--- src/rtl/sha_roll_pkg.sv ---
package sha_roll_pkg;
  localparam int WORD_W = 32;
  localparam int NWORD  = 8;
  localparam int ROUNDS = 64;
  localparam int WIN    = 16;
  localparam int LANE_W = 2 * WORD_W;
  localparam int NLANE  = WIN / 2;
  localparam int BLK_W  = NLANE * LANE_W;
  localparam int RND_W  = $clog2(ROUNDS);

  typedef logic [WORD_W-1:0] word_t;
  typedef word_t [NWORD-1:0] state_t;   // [7] = a ... [0] = h

  localparam word_t K_TAB [ROUNDS] = '{
    32'h428a2f98, 32'h71374491, 32'hb5c0fbcf, 32'he9b5dba5, 32'h3956c25b, 32'h59f111f1, 32'h923f82a4, 32'hab1c5ed5,
    32'hd807aa98, 32'h12835b01, 32'h243185be, 32'h550c7dc3, 32'h72be5d74, 32'h80deb1fe, 32'h9bdc06a7, 32'hc19bf174,
    32'he49b69c1, 32'hefbe4786, 32'h0fc19dc6, 32'h240ca1cc, 32'h2de92c6f, 32'h4a7484aa, 32'h5cb0a9dc, 32'h76f988da,
    32'h983e5152, 32'ha831c66d, 32'hb00327c8, 32'hbf597fc7, 32'hc6e00bf3, 32'hd5a79147, 32'h06ca6351, 32'h14292967,
    32'h27b70a85, 32'h2e1b2138, 32'h4d2c6dfc, 32'h53380d13, 32'h650a7354, 32'h766a0abb, 32'h81c2c92e, 32'h92722c85,
    32'ha2bfe8a1, 32'ha81a664b, 32'hc24b8b70, 32'hc76c51a3, 32'hd192e819, 32'hd6990624, 32'hf40e3585, 32'h106aa070,
    32'h19a4c116, 32'h1e376c08, 32'h2748774c, 32'h34b0bcb5, 32'h391c0cb3, 32'h4ed8aa4a, 32'h5b9cca4f, 32'h682e6ff3,
    32'h748f82ee, 32'h78a5636f, 32'h84c87814, 32'h8cc70208, 32'h90befffa, 32'ha4506ceb, 32'hbef9a3f7, 32'hc67178f2
  };

  localparam state_t IV_STATE = {
    32'h6a09e667, 32'hbb67ae85, 32'h3c6ef372, 32'ha54ff53a,
    32'h510e527f, 32'h9b05688c, 32'h1f83d9ab, 32'h5be0cd19
  };

  function automatic word_t rotr(input word_t x, input int n);
    return (x >> n) | (x << (WORD_W - n));
  endfunction

  function automatic word_t sml0(input word_t x);
    return rotr(x, 7) ^ rotr(x, 18) ^ (x >> 3);
  endfunction

  function automatic word_t sml1(input word_t x);
    return rotr(x, 17) ^ rotr(x, 19) ^ (x >> 10);
  endfunction

  function automatic word_t big0(input word_t x);
    return rotr(x, 2) ^ rotr(x, 13) ^ rotr(x, 22);
  endfunction

  function automatic word_t big1(input word_t x);
    return rotr(x, 6) ^ rotr(x, 11) ^ rotr(x, 25);
  endfunction

  function automatic word_t choose(input word_t x, input word_t y, input word_t z);
    return (x & y) ^ (~x & z);
  endfunction

  function automatic word_t major(input word_t x, input word_t y, input word_t z);
    return (x & y) ^ (x & z) ^ (y & z);
  endfunction

  function automatic word_t byte_rev(input word_t x);
    return {x[7:0], x[15:8], x[23:16], x[31:24]};
  endfunction
endpackage

--- src/rtl/sha_roll_sched.sv ---
module sha_roll_sched
  import sha_roll_pkg::*;
(
  input  logic              clk,
  input  logic              rst_n,
  input  logic              fill_en,
  input  word_t [WIN-1:0]   fill_words,
  input  logic              step_en,
  output word_t             head_w
);
  localparam int TAP_HI  = WIN - 2;
  localparam int TAP_MID = WIN - 7;
  localparam int TAP_LO  = 1;

  word_t [WIN-1:0] win_q;
  word_t [WIN-1:0] win_d;
  word_t [WIN-1:0] win_shift;
  word_t           grow_w;

  assign grow_w = sml1(win_q[TAP_HI]) + win_q[TAP_MID] + sml0(win_q[TAP_LO]) + win_q[0];

  for (genvar p = 0; p < WIN - 1; p++) begin : g_shift
    assign win_shift[p] = win_q[p+1];
  end
  assign win_shift[WIN-1] = grow_w;

  always_comb begin
    win_d = win_q;
    if (fill_en)      win_d = fill_words;
    else if (step_en) win_d = win_shift;
  end

  always_ff @(posedge clk or negedge rst_n) begin
    if (!rst_n)                 win_q <= '0;
    else if (fill_en || step_en) win_q <= win_d;
  end

  assign head_w = win_q[0];


  shift_chk: assert property (@(posedge clk) disable iff (!rst_n)
    (step_en && !fill_en) |=> (win_q[0] == $past(win_q[1])));
endmodule

--- src/rtl/sha_roll_round.sv ---
module sha_roll_round
  import sha_roll_pkg::*;
(
  input  state_t cur_s,
  input  word_t  k_w,
  input  word_t  m_w,
  output state_t nxt_s
);
  word_t t1, t2;

  always_comb begin
    t1 = cur_s[0] + big1(cur_s[3]) + choose(cur_s[3], cur_s[2], cur_s[1]) + k_w + m_w;
    t2 = big0(cur_s[7]) + major(cur_s[7], cur_s[6], cur_s[5]);
    nxt_s[7] = t1 + t2;
    nxt_s[6] = cur_s[7];
    nxt_s[5] = cur_s[6];
    nxt_s[4] = cur_s[5];
    nxt_s[3] = cur_s[4] + t1;
    nxt_s[2] = cur_s[3];
    nxt_s[1] = cur_s[2];
    nxt_s[0] = cur_s[1];
  end
endmodule

--- src/rtl/sha_roll_ctrl.sv ---
module sha_roll_ctrl
  import sha_roll_pkg::*;
(
  input  logic             clk,
  input  logic             rst_n,
  input  logic             start_ok,
  output logic             busy_o,
  output logic             last_o,
  output logic             accept_o,
  output logic [RND_W-1:0] rnd_o,
  output logic             done_o
);
  localparam logic [RND_W-1:0] LAST_RND = RND_W'(ROUNDS - 1);

  logic             busy_q, busy_d;
  logic             done_q, done_d;
  logic [RND_W-1:0] rnd_q, rnd_d;

  assign last_o   = busy_q && (rnd_q == LAST_RND);
  assign accept_o = !busy_q && start_ok;

  always_comb begin
    busy_d = busy_q;
    rnd_d  = rnd_q;
    done_d = 1'b0;
    if (accept_o) begin
      busy_d = 1'b1;
      rnd_d  = '0;
    end else if (last_o) begin
      busy_d = 1'b0;
      done_d = 1'b1;
    end else if (busy_q) begin
      rnd_d  = rnd_q + 1'b1;
    end
  end

  always_ff @(posedge clk or negedge rst_n) begin
    if (!rst_n) begin
      busy_q <= 1'b0;
      rnd_q  <= '0;
      done_q <= 1'b0;
    end else begin
      busy_q <= busy_d;
      rnd_q  <= rnd_d;
      done_q <= done_d;
    end
  end

  assign busy_o = busy_q;
  assign rnd_o  = rnd_q;
  assign done_o = done_q;


  done_pulse_chk: assert property (@(posedge clk) disable iff (!rst_n)
    done_q |=> !done_q);

  rnd_step_chk: assert property (@(posedge clk) disable iff (!rst_n)
    (busy_q && !last_o) |=> (busy_q && rnd_q == $past(rnd_q) + 1'b1));

  done_cause_chk: assert property (@(posedge clk) disable iff (!rst_n)
    $rose(done_q) |-> (!busy_q && $past(last_o)));
endmodule

--- src/rtl/sha256_roll_core.sv ---
module sha256_roll_core
  import sha_roll_pkg::*;
(
  input  logic                  clk,
  input  logic                  rst_n,
  input  logic                  init_i,
  input  logic                  load_i,
  input  logic [NWORD*WORD_W-1:0] state_i,
  input  logic                  start_i,
  input  logic [BLK_W-1:0]      block_i,
  output logic                  busy_o,
  output logic                  done_o,
  output logic [NWORD*WORD_W-1:0] hash_o
);
  logic             busy, last, accept;
  logic [RND_W-1:0] rnd;
  word_t [WIN-1:0]  fill_words;
  word_t            head_w;
  state_t           chain_q, chain_d, work_q, work_d, round_s;
  logic             chain_en, work_en;

  for (genvar j = 0; j < NLANE; j++) begin : g_lane
    assign fill_words[2*j]   = byte_rev(block_i[LANE_W*j +: WORD_W]);
    assign fill_words[2*j+1] = byte_rev(block_i[LANE_W*j+WORD_W +: WORD_W]);
  end

  sha_roll_ctrl u_ctrl (
    .clk      (clk),
    .rst_n    (rst_n),
    .start_ok (start_i && !init_i && !load_i),
    .busy_o   (busy),
    .last_o   (last),
    .accept_o (accept),
    .rnd_o    (rnd),
    .done_o   (done_o)
  );

  sha_roll_sched u_sched (
    .clk        (clk),
    .rst_n      (rst_n),
    .fill_en    (accept),
    .fill_words (fill_words),
    .step_en    (busy),
    .head_w     (head_w)
  );

  sha_roll_round u_round (
    .cur_s (work_q),
    .k_w   (K_TAB[rnd]),
    .m_w   (head_w),
    .nxt_s (round_s)
  );

  always_comb begin
    chain_d  = chain_q;
    chain_en = 1'b0;
    if (!busy && init_i) begin
      chain_d  = IV_STATE;
      chain_en = 1'b1;
    end else if (!busy && load_i) begin
      chain_d  = state_i;
      chain_en = 1'b1;
    end else if (last) begin
      for (int n = 0; n < NWORD; n++) chain_d[n] = chain_q[n] + round_s[n];
      chain_en = 1'b1;
    end
  end

  always_comb begin
    work_en = accept || busy;
    work_d  = accept ? chain_q : round_s;
  end

  always_ff @(posedge clk or negedge rst_n) begin
    if (!rst_n) begin
      chain_q <= '0;
      work_q  <= '0;
    end else begin
      if (chain_en) chain_q <= chain_d;
      if (work_en)  work_q  <= work_d;
    end
  end

  assign busy_o = busy;
  assign hash_o = chain_q;


  init_chk: assert property (@(posedge clk) disable iff (!rst_n)
    (init_i && !busy) |=> (hash_o == IV_STATE));

  load_chk: assert property (@(posedge clk) disable iff (!rst_n)
    (load_i && !init_i && !busy) |=> (hash_o == $past(state_i)));

  chain_hold_chk: assert property (@(posedge clk) disable iff (!rst_n)
    (busy && !last) |=> $stable(hash_o));
endmodule

--- config.mk ---
export PLATFORM = sky130hd
export DESIGN_NAME = sha256_roll_core
export DESIGN_NICKNAME = d
export VERILOG_FILES = /design/src/rtl/sha_roll_pkg.sv /design/src/rtl/sha_roll_sched.sv /design/src/rtl/sha_roll_round.sv /design/src/rtl/sha_roll_ctrl.sv /design/src/rtl/sha256_roll_core.sv
export SDC_FILE = /design/constraint.sdc
export NUM_CORES = 2
export LEC_CHECK = 0
export BUFFER_PORTS_ARGS = -buffer_cell sky130_fd_sc_hd__clkbuf_2
export CORE_MARGIN = 1
export CORE_UTILIZATION = 45
export CTS_CLUSTER_SIZE = 28
export DETAILED_ROUTE_END_ITERATION = 12
export GPL_TIMING_DRIVEN = 1
export REMOVE_ABC_BUFFERS = 1
export SYNTH_ARGS = -nofsm -noshare
export SYNTH_HDL_FRONTEND = slang
export SYNTH_HIERARCHICAL = 1
export SYNTH_SLANG_ARGS = --single-unit
--- constraint.sdc ---
create_clock -name clk -period 13.4 [get_ports clk]
set_input_delay 1.34 -clock clk [delete_from_list [all_inputs] [get_ports clk]]
set_output_delay 1.34 -clock clk [all_outputs]
set_load 0.05 [all_outputs]
==> flow_summary.json <==
{
  "status": "finished clean",
  "htree_levels": 3,
  "vias_per_cell": 5.94,
  "ys_ff_latch": 1032,
  "max_slew_margin": 0.188,
  "cp_slowest_cell": "ha_1",
  "hold_violations": 0,
  "cp_data_arrival_time_ns": 11.96,
  "fin_util": 0.510,
  "synth_compound_area_frac": 0.196,
  "synth_most_common_cell": "nand2_1",
  "cts_buffer_depth": 3,
  "yosysTopAreaCell": "dfrtp_1",
  "synth_xor_xnor_area_share": 0.0665,
  "synth_top_family_by_area": "compound AO/OA/AOI/OAI gates",
  "hp-class": "register to register",
  "synth.distinct_cells": 122,
  "fin_crit_ns": 11.29,
  "place.gp.congestion": 1.00,
  "die_w_um": 414,
  "max_stage_delay_ns": 0.68,
  "grt_pass1_vias": 66416,
  "initial_core_util": 0.455,
  "synthTopCellsByCount": "1161 x nand2_1, 1121 x o21ai_0, 1032 x dfrtp_1",
  "ys_warn_count": 6,
  "synthTopCellsByArea": "dfrtp_1 34%, mux2i_1 10%, o21ai_0 7.3%, ha_1 6.4%, nand2_1 5.7%",
  "post-cts-setup-buffer-count": 0,
  "dp_hpwl_mm": 247,
  "critPathLaunchType": "register",
  "worstPathMaxFanout": 23,
  "design_area_um2": 85700,
  "synth_seq_area_share": 0.338,
  "hold_buffers": 0,
  "finalWirelength_mm": 318,
  "clkSinkCount": 1032,
  "synth.avg_cell_area_um2": 8.89,
  "ios": 1031,
  "drt_iter0_markers": 6274,
  "tns_ns": 0,
  "finalSetupViolations": 0,
  "rsz0062_at_grt": "false",
  "synth.cell_area_um2": 76400,
  "tightest_slew_ns": 1.21,
  "cts_inserted_buffers": 120,
  "antenna_found_initial": 54,
  "io_buffers": 1030,
  "synth_flop_cell": "dfrtp_1",
  "worstSkewPairLatency_ns": 0.81,
  "grt_max_degree": 263,
  "overflow": 0,
  "netlist.area_leader.share": 0.338,
  "fin_crit_sh": 0.842,
  "vias": 67767,
  "core_um2": 168000,
  "skew_ns": 0.0538,
  "post_cts_resized": 0,
  "gr-usage-all-layers": 0.359,
  "drtAntennaViolNets": 0,
  "async_reset_ff_frac": 1.00,
  "drv_slew": 0,
  "fmax_ghz": 0.0886,
  "cap_violations": 0,
  "placed_area_um2": 81600,
  "cts-root-buf": "clkbuf_16",
  "synth_fa_ha_area_frac": 0.117,
  "clk_pin_slew_ns": 0.06,
  "cts_tree": "built",
  "area_delta_synth_final_pct": 12.1,
  "required_ns": 14.07,
  "wl_per_cell_um": 27.8,
  "synth-simple-area-share": 0.114,
  "die_h_um": 414,
  "crit_path_end_kind": "register",
  "muxShareOfSynthArea": 0.105,
  "grt_pass1_wl_mm": 458,
  "drive_gt1_frac": 0.158,
  "synth_edf_count": 0,
  "dieArea_um2": 172000,
  "drtPass1Iterations": 6,
  "final_net_count": 10443,
  "worstSetupPathType": "register to register",
  "placement_rows": 150,
  "syn_inst": 8595,
  "drc": 0
}
## worst max-delay path: cells and delay by family, from the launching register on
family	cells	cell delay [ns]
adders and majority gates	9	4.21
and+or+nand+nor	7	1.40
AOI/OAI and AO/OA	19	3.79
xor gates and xnor gates	3	0.63
DFF	1	0.32
buffers and inverters	6	0.85
## layer usage
layer / vias up / share of wire / wire, µm / global-route usage
met3: 505 / 0.063 / 20000 / 0.0580
met4: 36 / 0.046 / 14500 / 0.155
met1: 33778 / 0.44 / 139000 / 0.490
met2: 2517 / 0.45 / 144000 / 0.564
li1: 30931 / - / - / -
met5: - / 0.00073 / 233 / 0
## flip-flops by register name, indices dropped and copies added (netlist names)
name and flops:
u_ctrl/busy_o 1, u_sched/head_w 32, work_q 256, hash_o 256, u_ctrl/done_o 1, u_sched/win_q 480, u_ctrl/rnd_o 6
## cell families (layout without fill, tap and decap cells)
logic type	Yosys count	in the layout
AOI/OAI and AO/OA	2515	2515
xor gates and xnor gates	580	580
adders and majority gates	605	605
buffers and inverters	1057	1645
DFF	1032	1032
muxes	798	798
other	0	25
and+or+nand+nor	2008	2008
## worst paths after layout
kind                                              from                              to  slack [ns]  cells past startpoint
max in group asynchronous                        rst_n         hash_o[175]$_DFFE_PN0P_        9.90                      4
setup / recovery           u_ctrl/rnd_o[1]$_DFFE_PN0P_         hash_o[255]$_DFFE_PN0P_        2.11                     44
setup reg to reg           u_ctrl/rnd_o[1]$_DFFE_PN0P_         hash_o[255]$_DFFE_PN0P_        2.11                     44
hold / removal                 hash_o[255]$_DFFE_PN0P_         work_q[255]$_DFFE_PN0P_        0.55                      2
hold reg to reg                hash_o[255]$_DFFE_PN0P_         work_q[255]$_DFFE_PN0P_        0.55                      2
min in group asynchronous                        rst_n  u_sched/win_q[236]$_DFFE_PN0P_        0.59                      1
## cell type report
class                   instances  area, µm²
fillers                     16102      82300
clock buffers                 182       3570
inverters                     301       1130
flip-flops and latches       1032      25800
multi-input cells            6506      45900
well taps                    2204       2760
repair buffers               1125       5990
diodes                         25       62.6
clock inverters                37        475
## through the flow
step | hold WS, ns | worst slack [ns] | cells
final | 0.550 | 2.11 | 11412
after global placement | 0.509 | 2.26 | 11168
after CTS | 0.552 | 2.23 | 11387
after detailed placement | 0.537 | 2.25 | 11168
after global routing | 0.573 | 1.48 | 11411
after floorplan | 0.515 | -293.75 | 7839
## cell usage in the layout, fill, tap and decap left out, types with 67 or more instances in the layout
cell type  count
a21o_1       185
a21oi_1      541
a31oi_1       67
buf_4         86
clkbuf_16    123
clkbuf_2    1029
dfrtp_1     1027
fa_1         195
ha_1         389
inv_1        299
mux2i_1      783
nand2_1     1157
nand3_1      105
nor2_1       360
o21ai_0     1120
xnor2_1      402
xor2_1       177
Power is not shown: default switching activity piles up to over one toggle a cycle in this logic, so the estimate is an artifact.
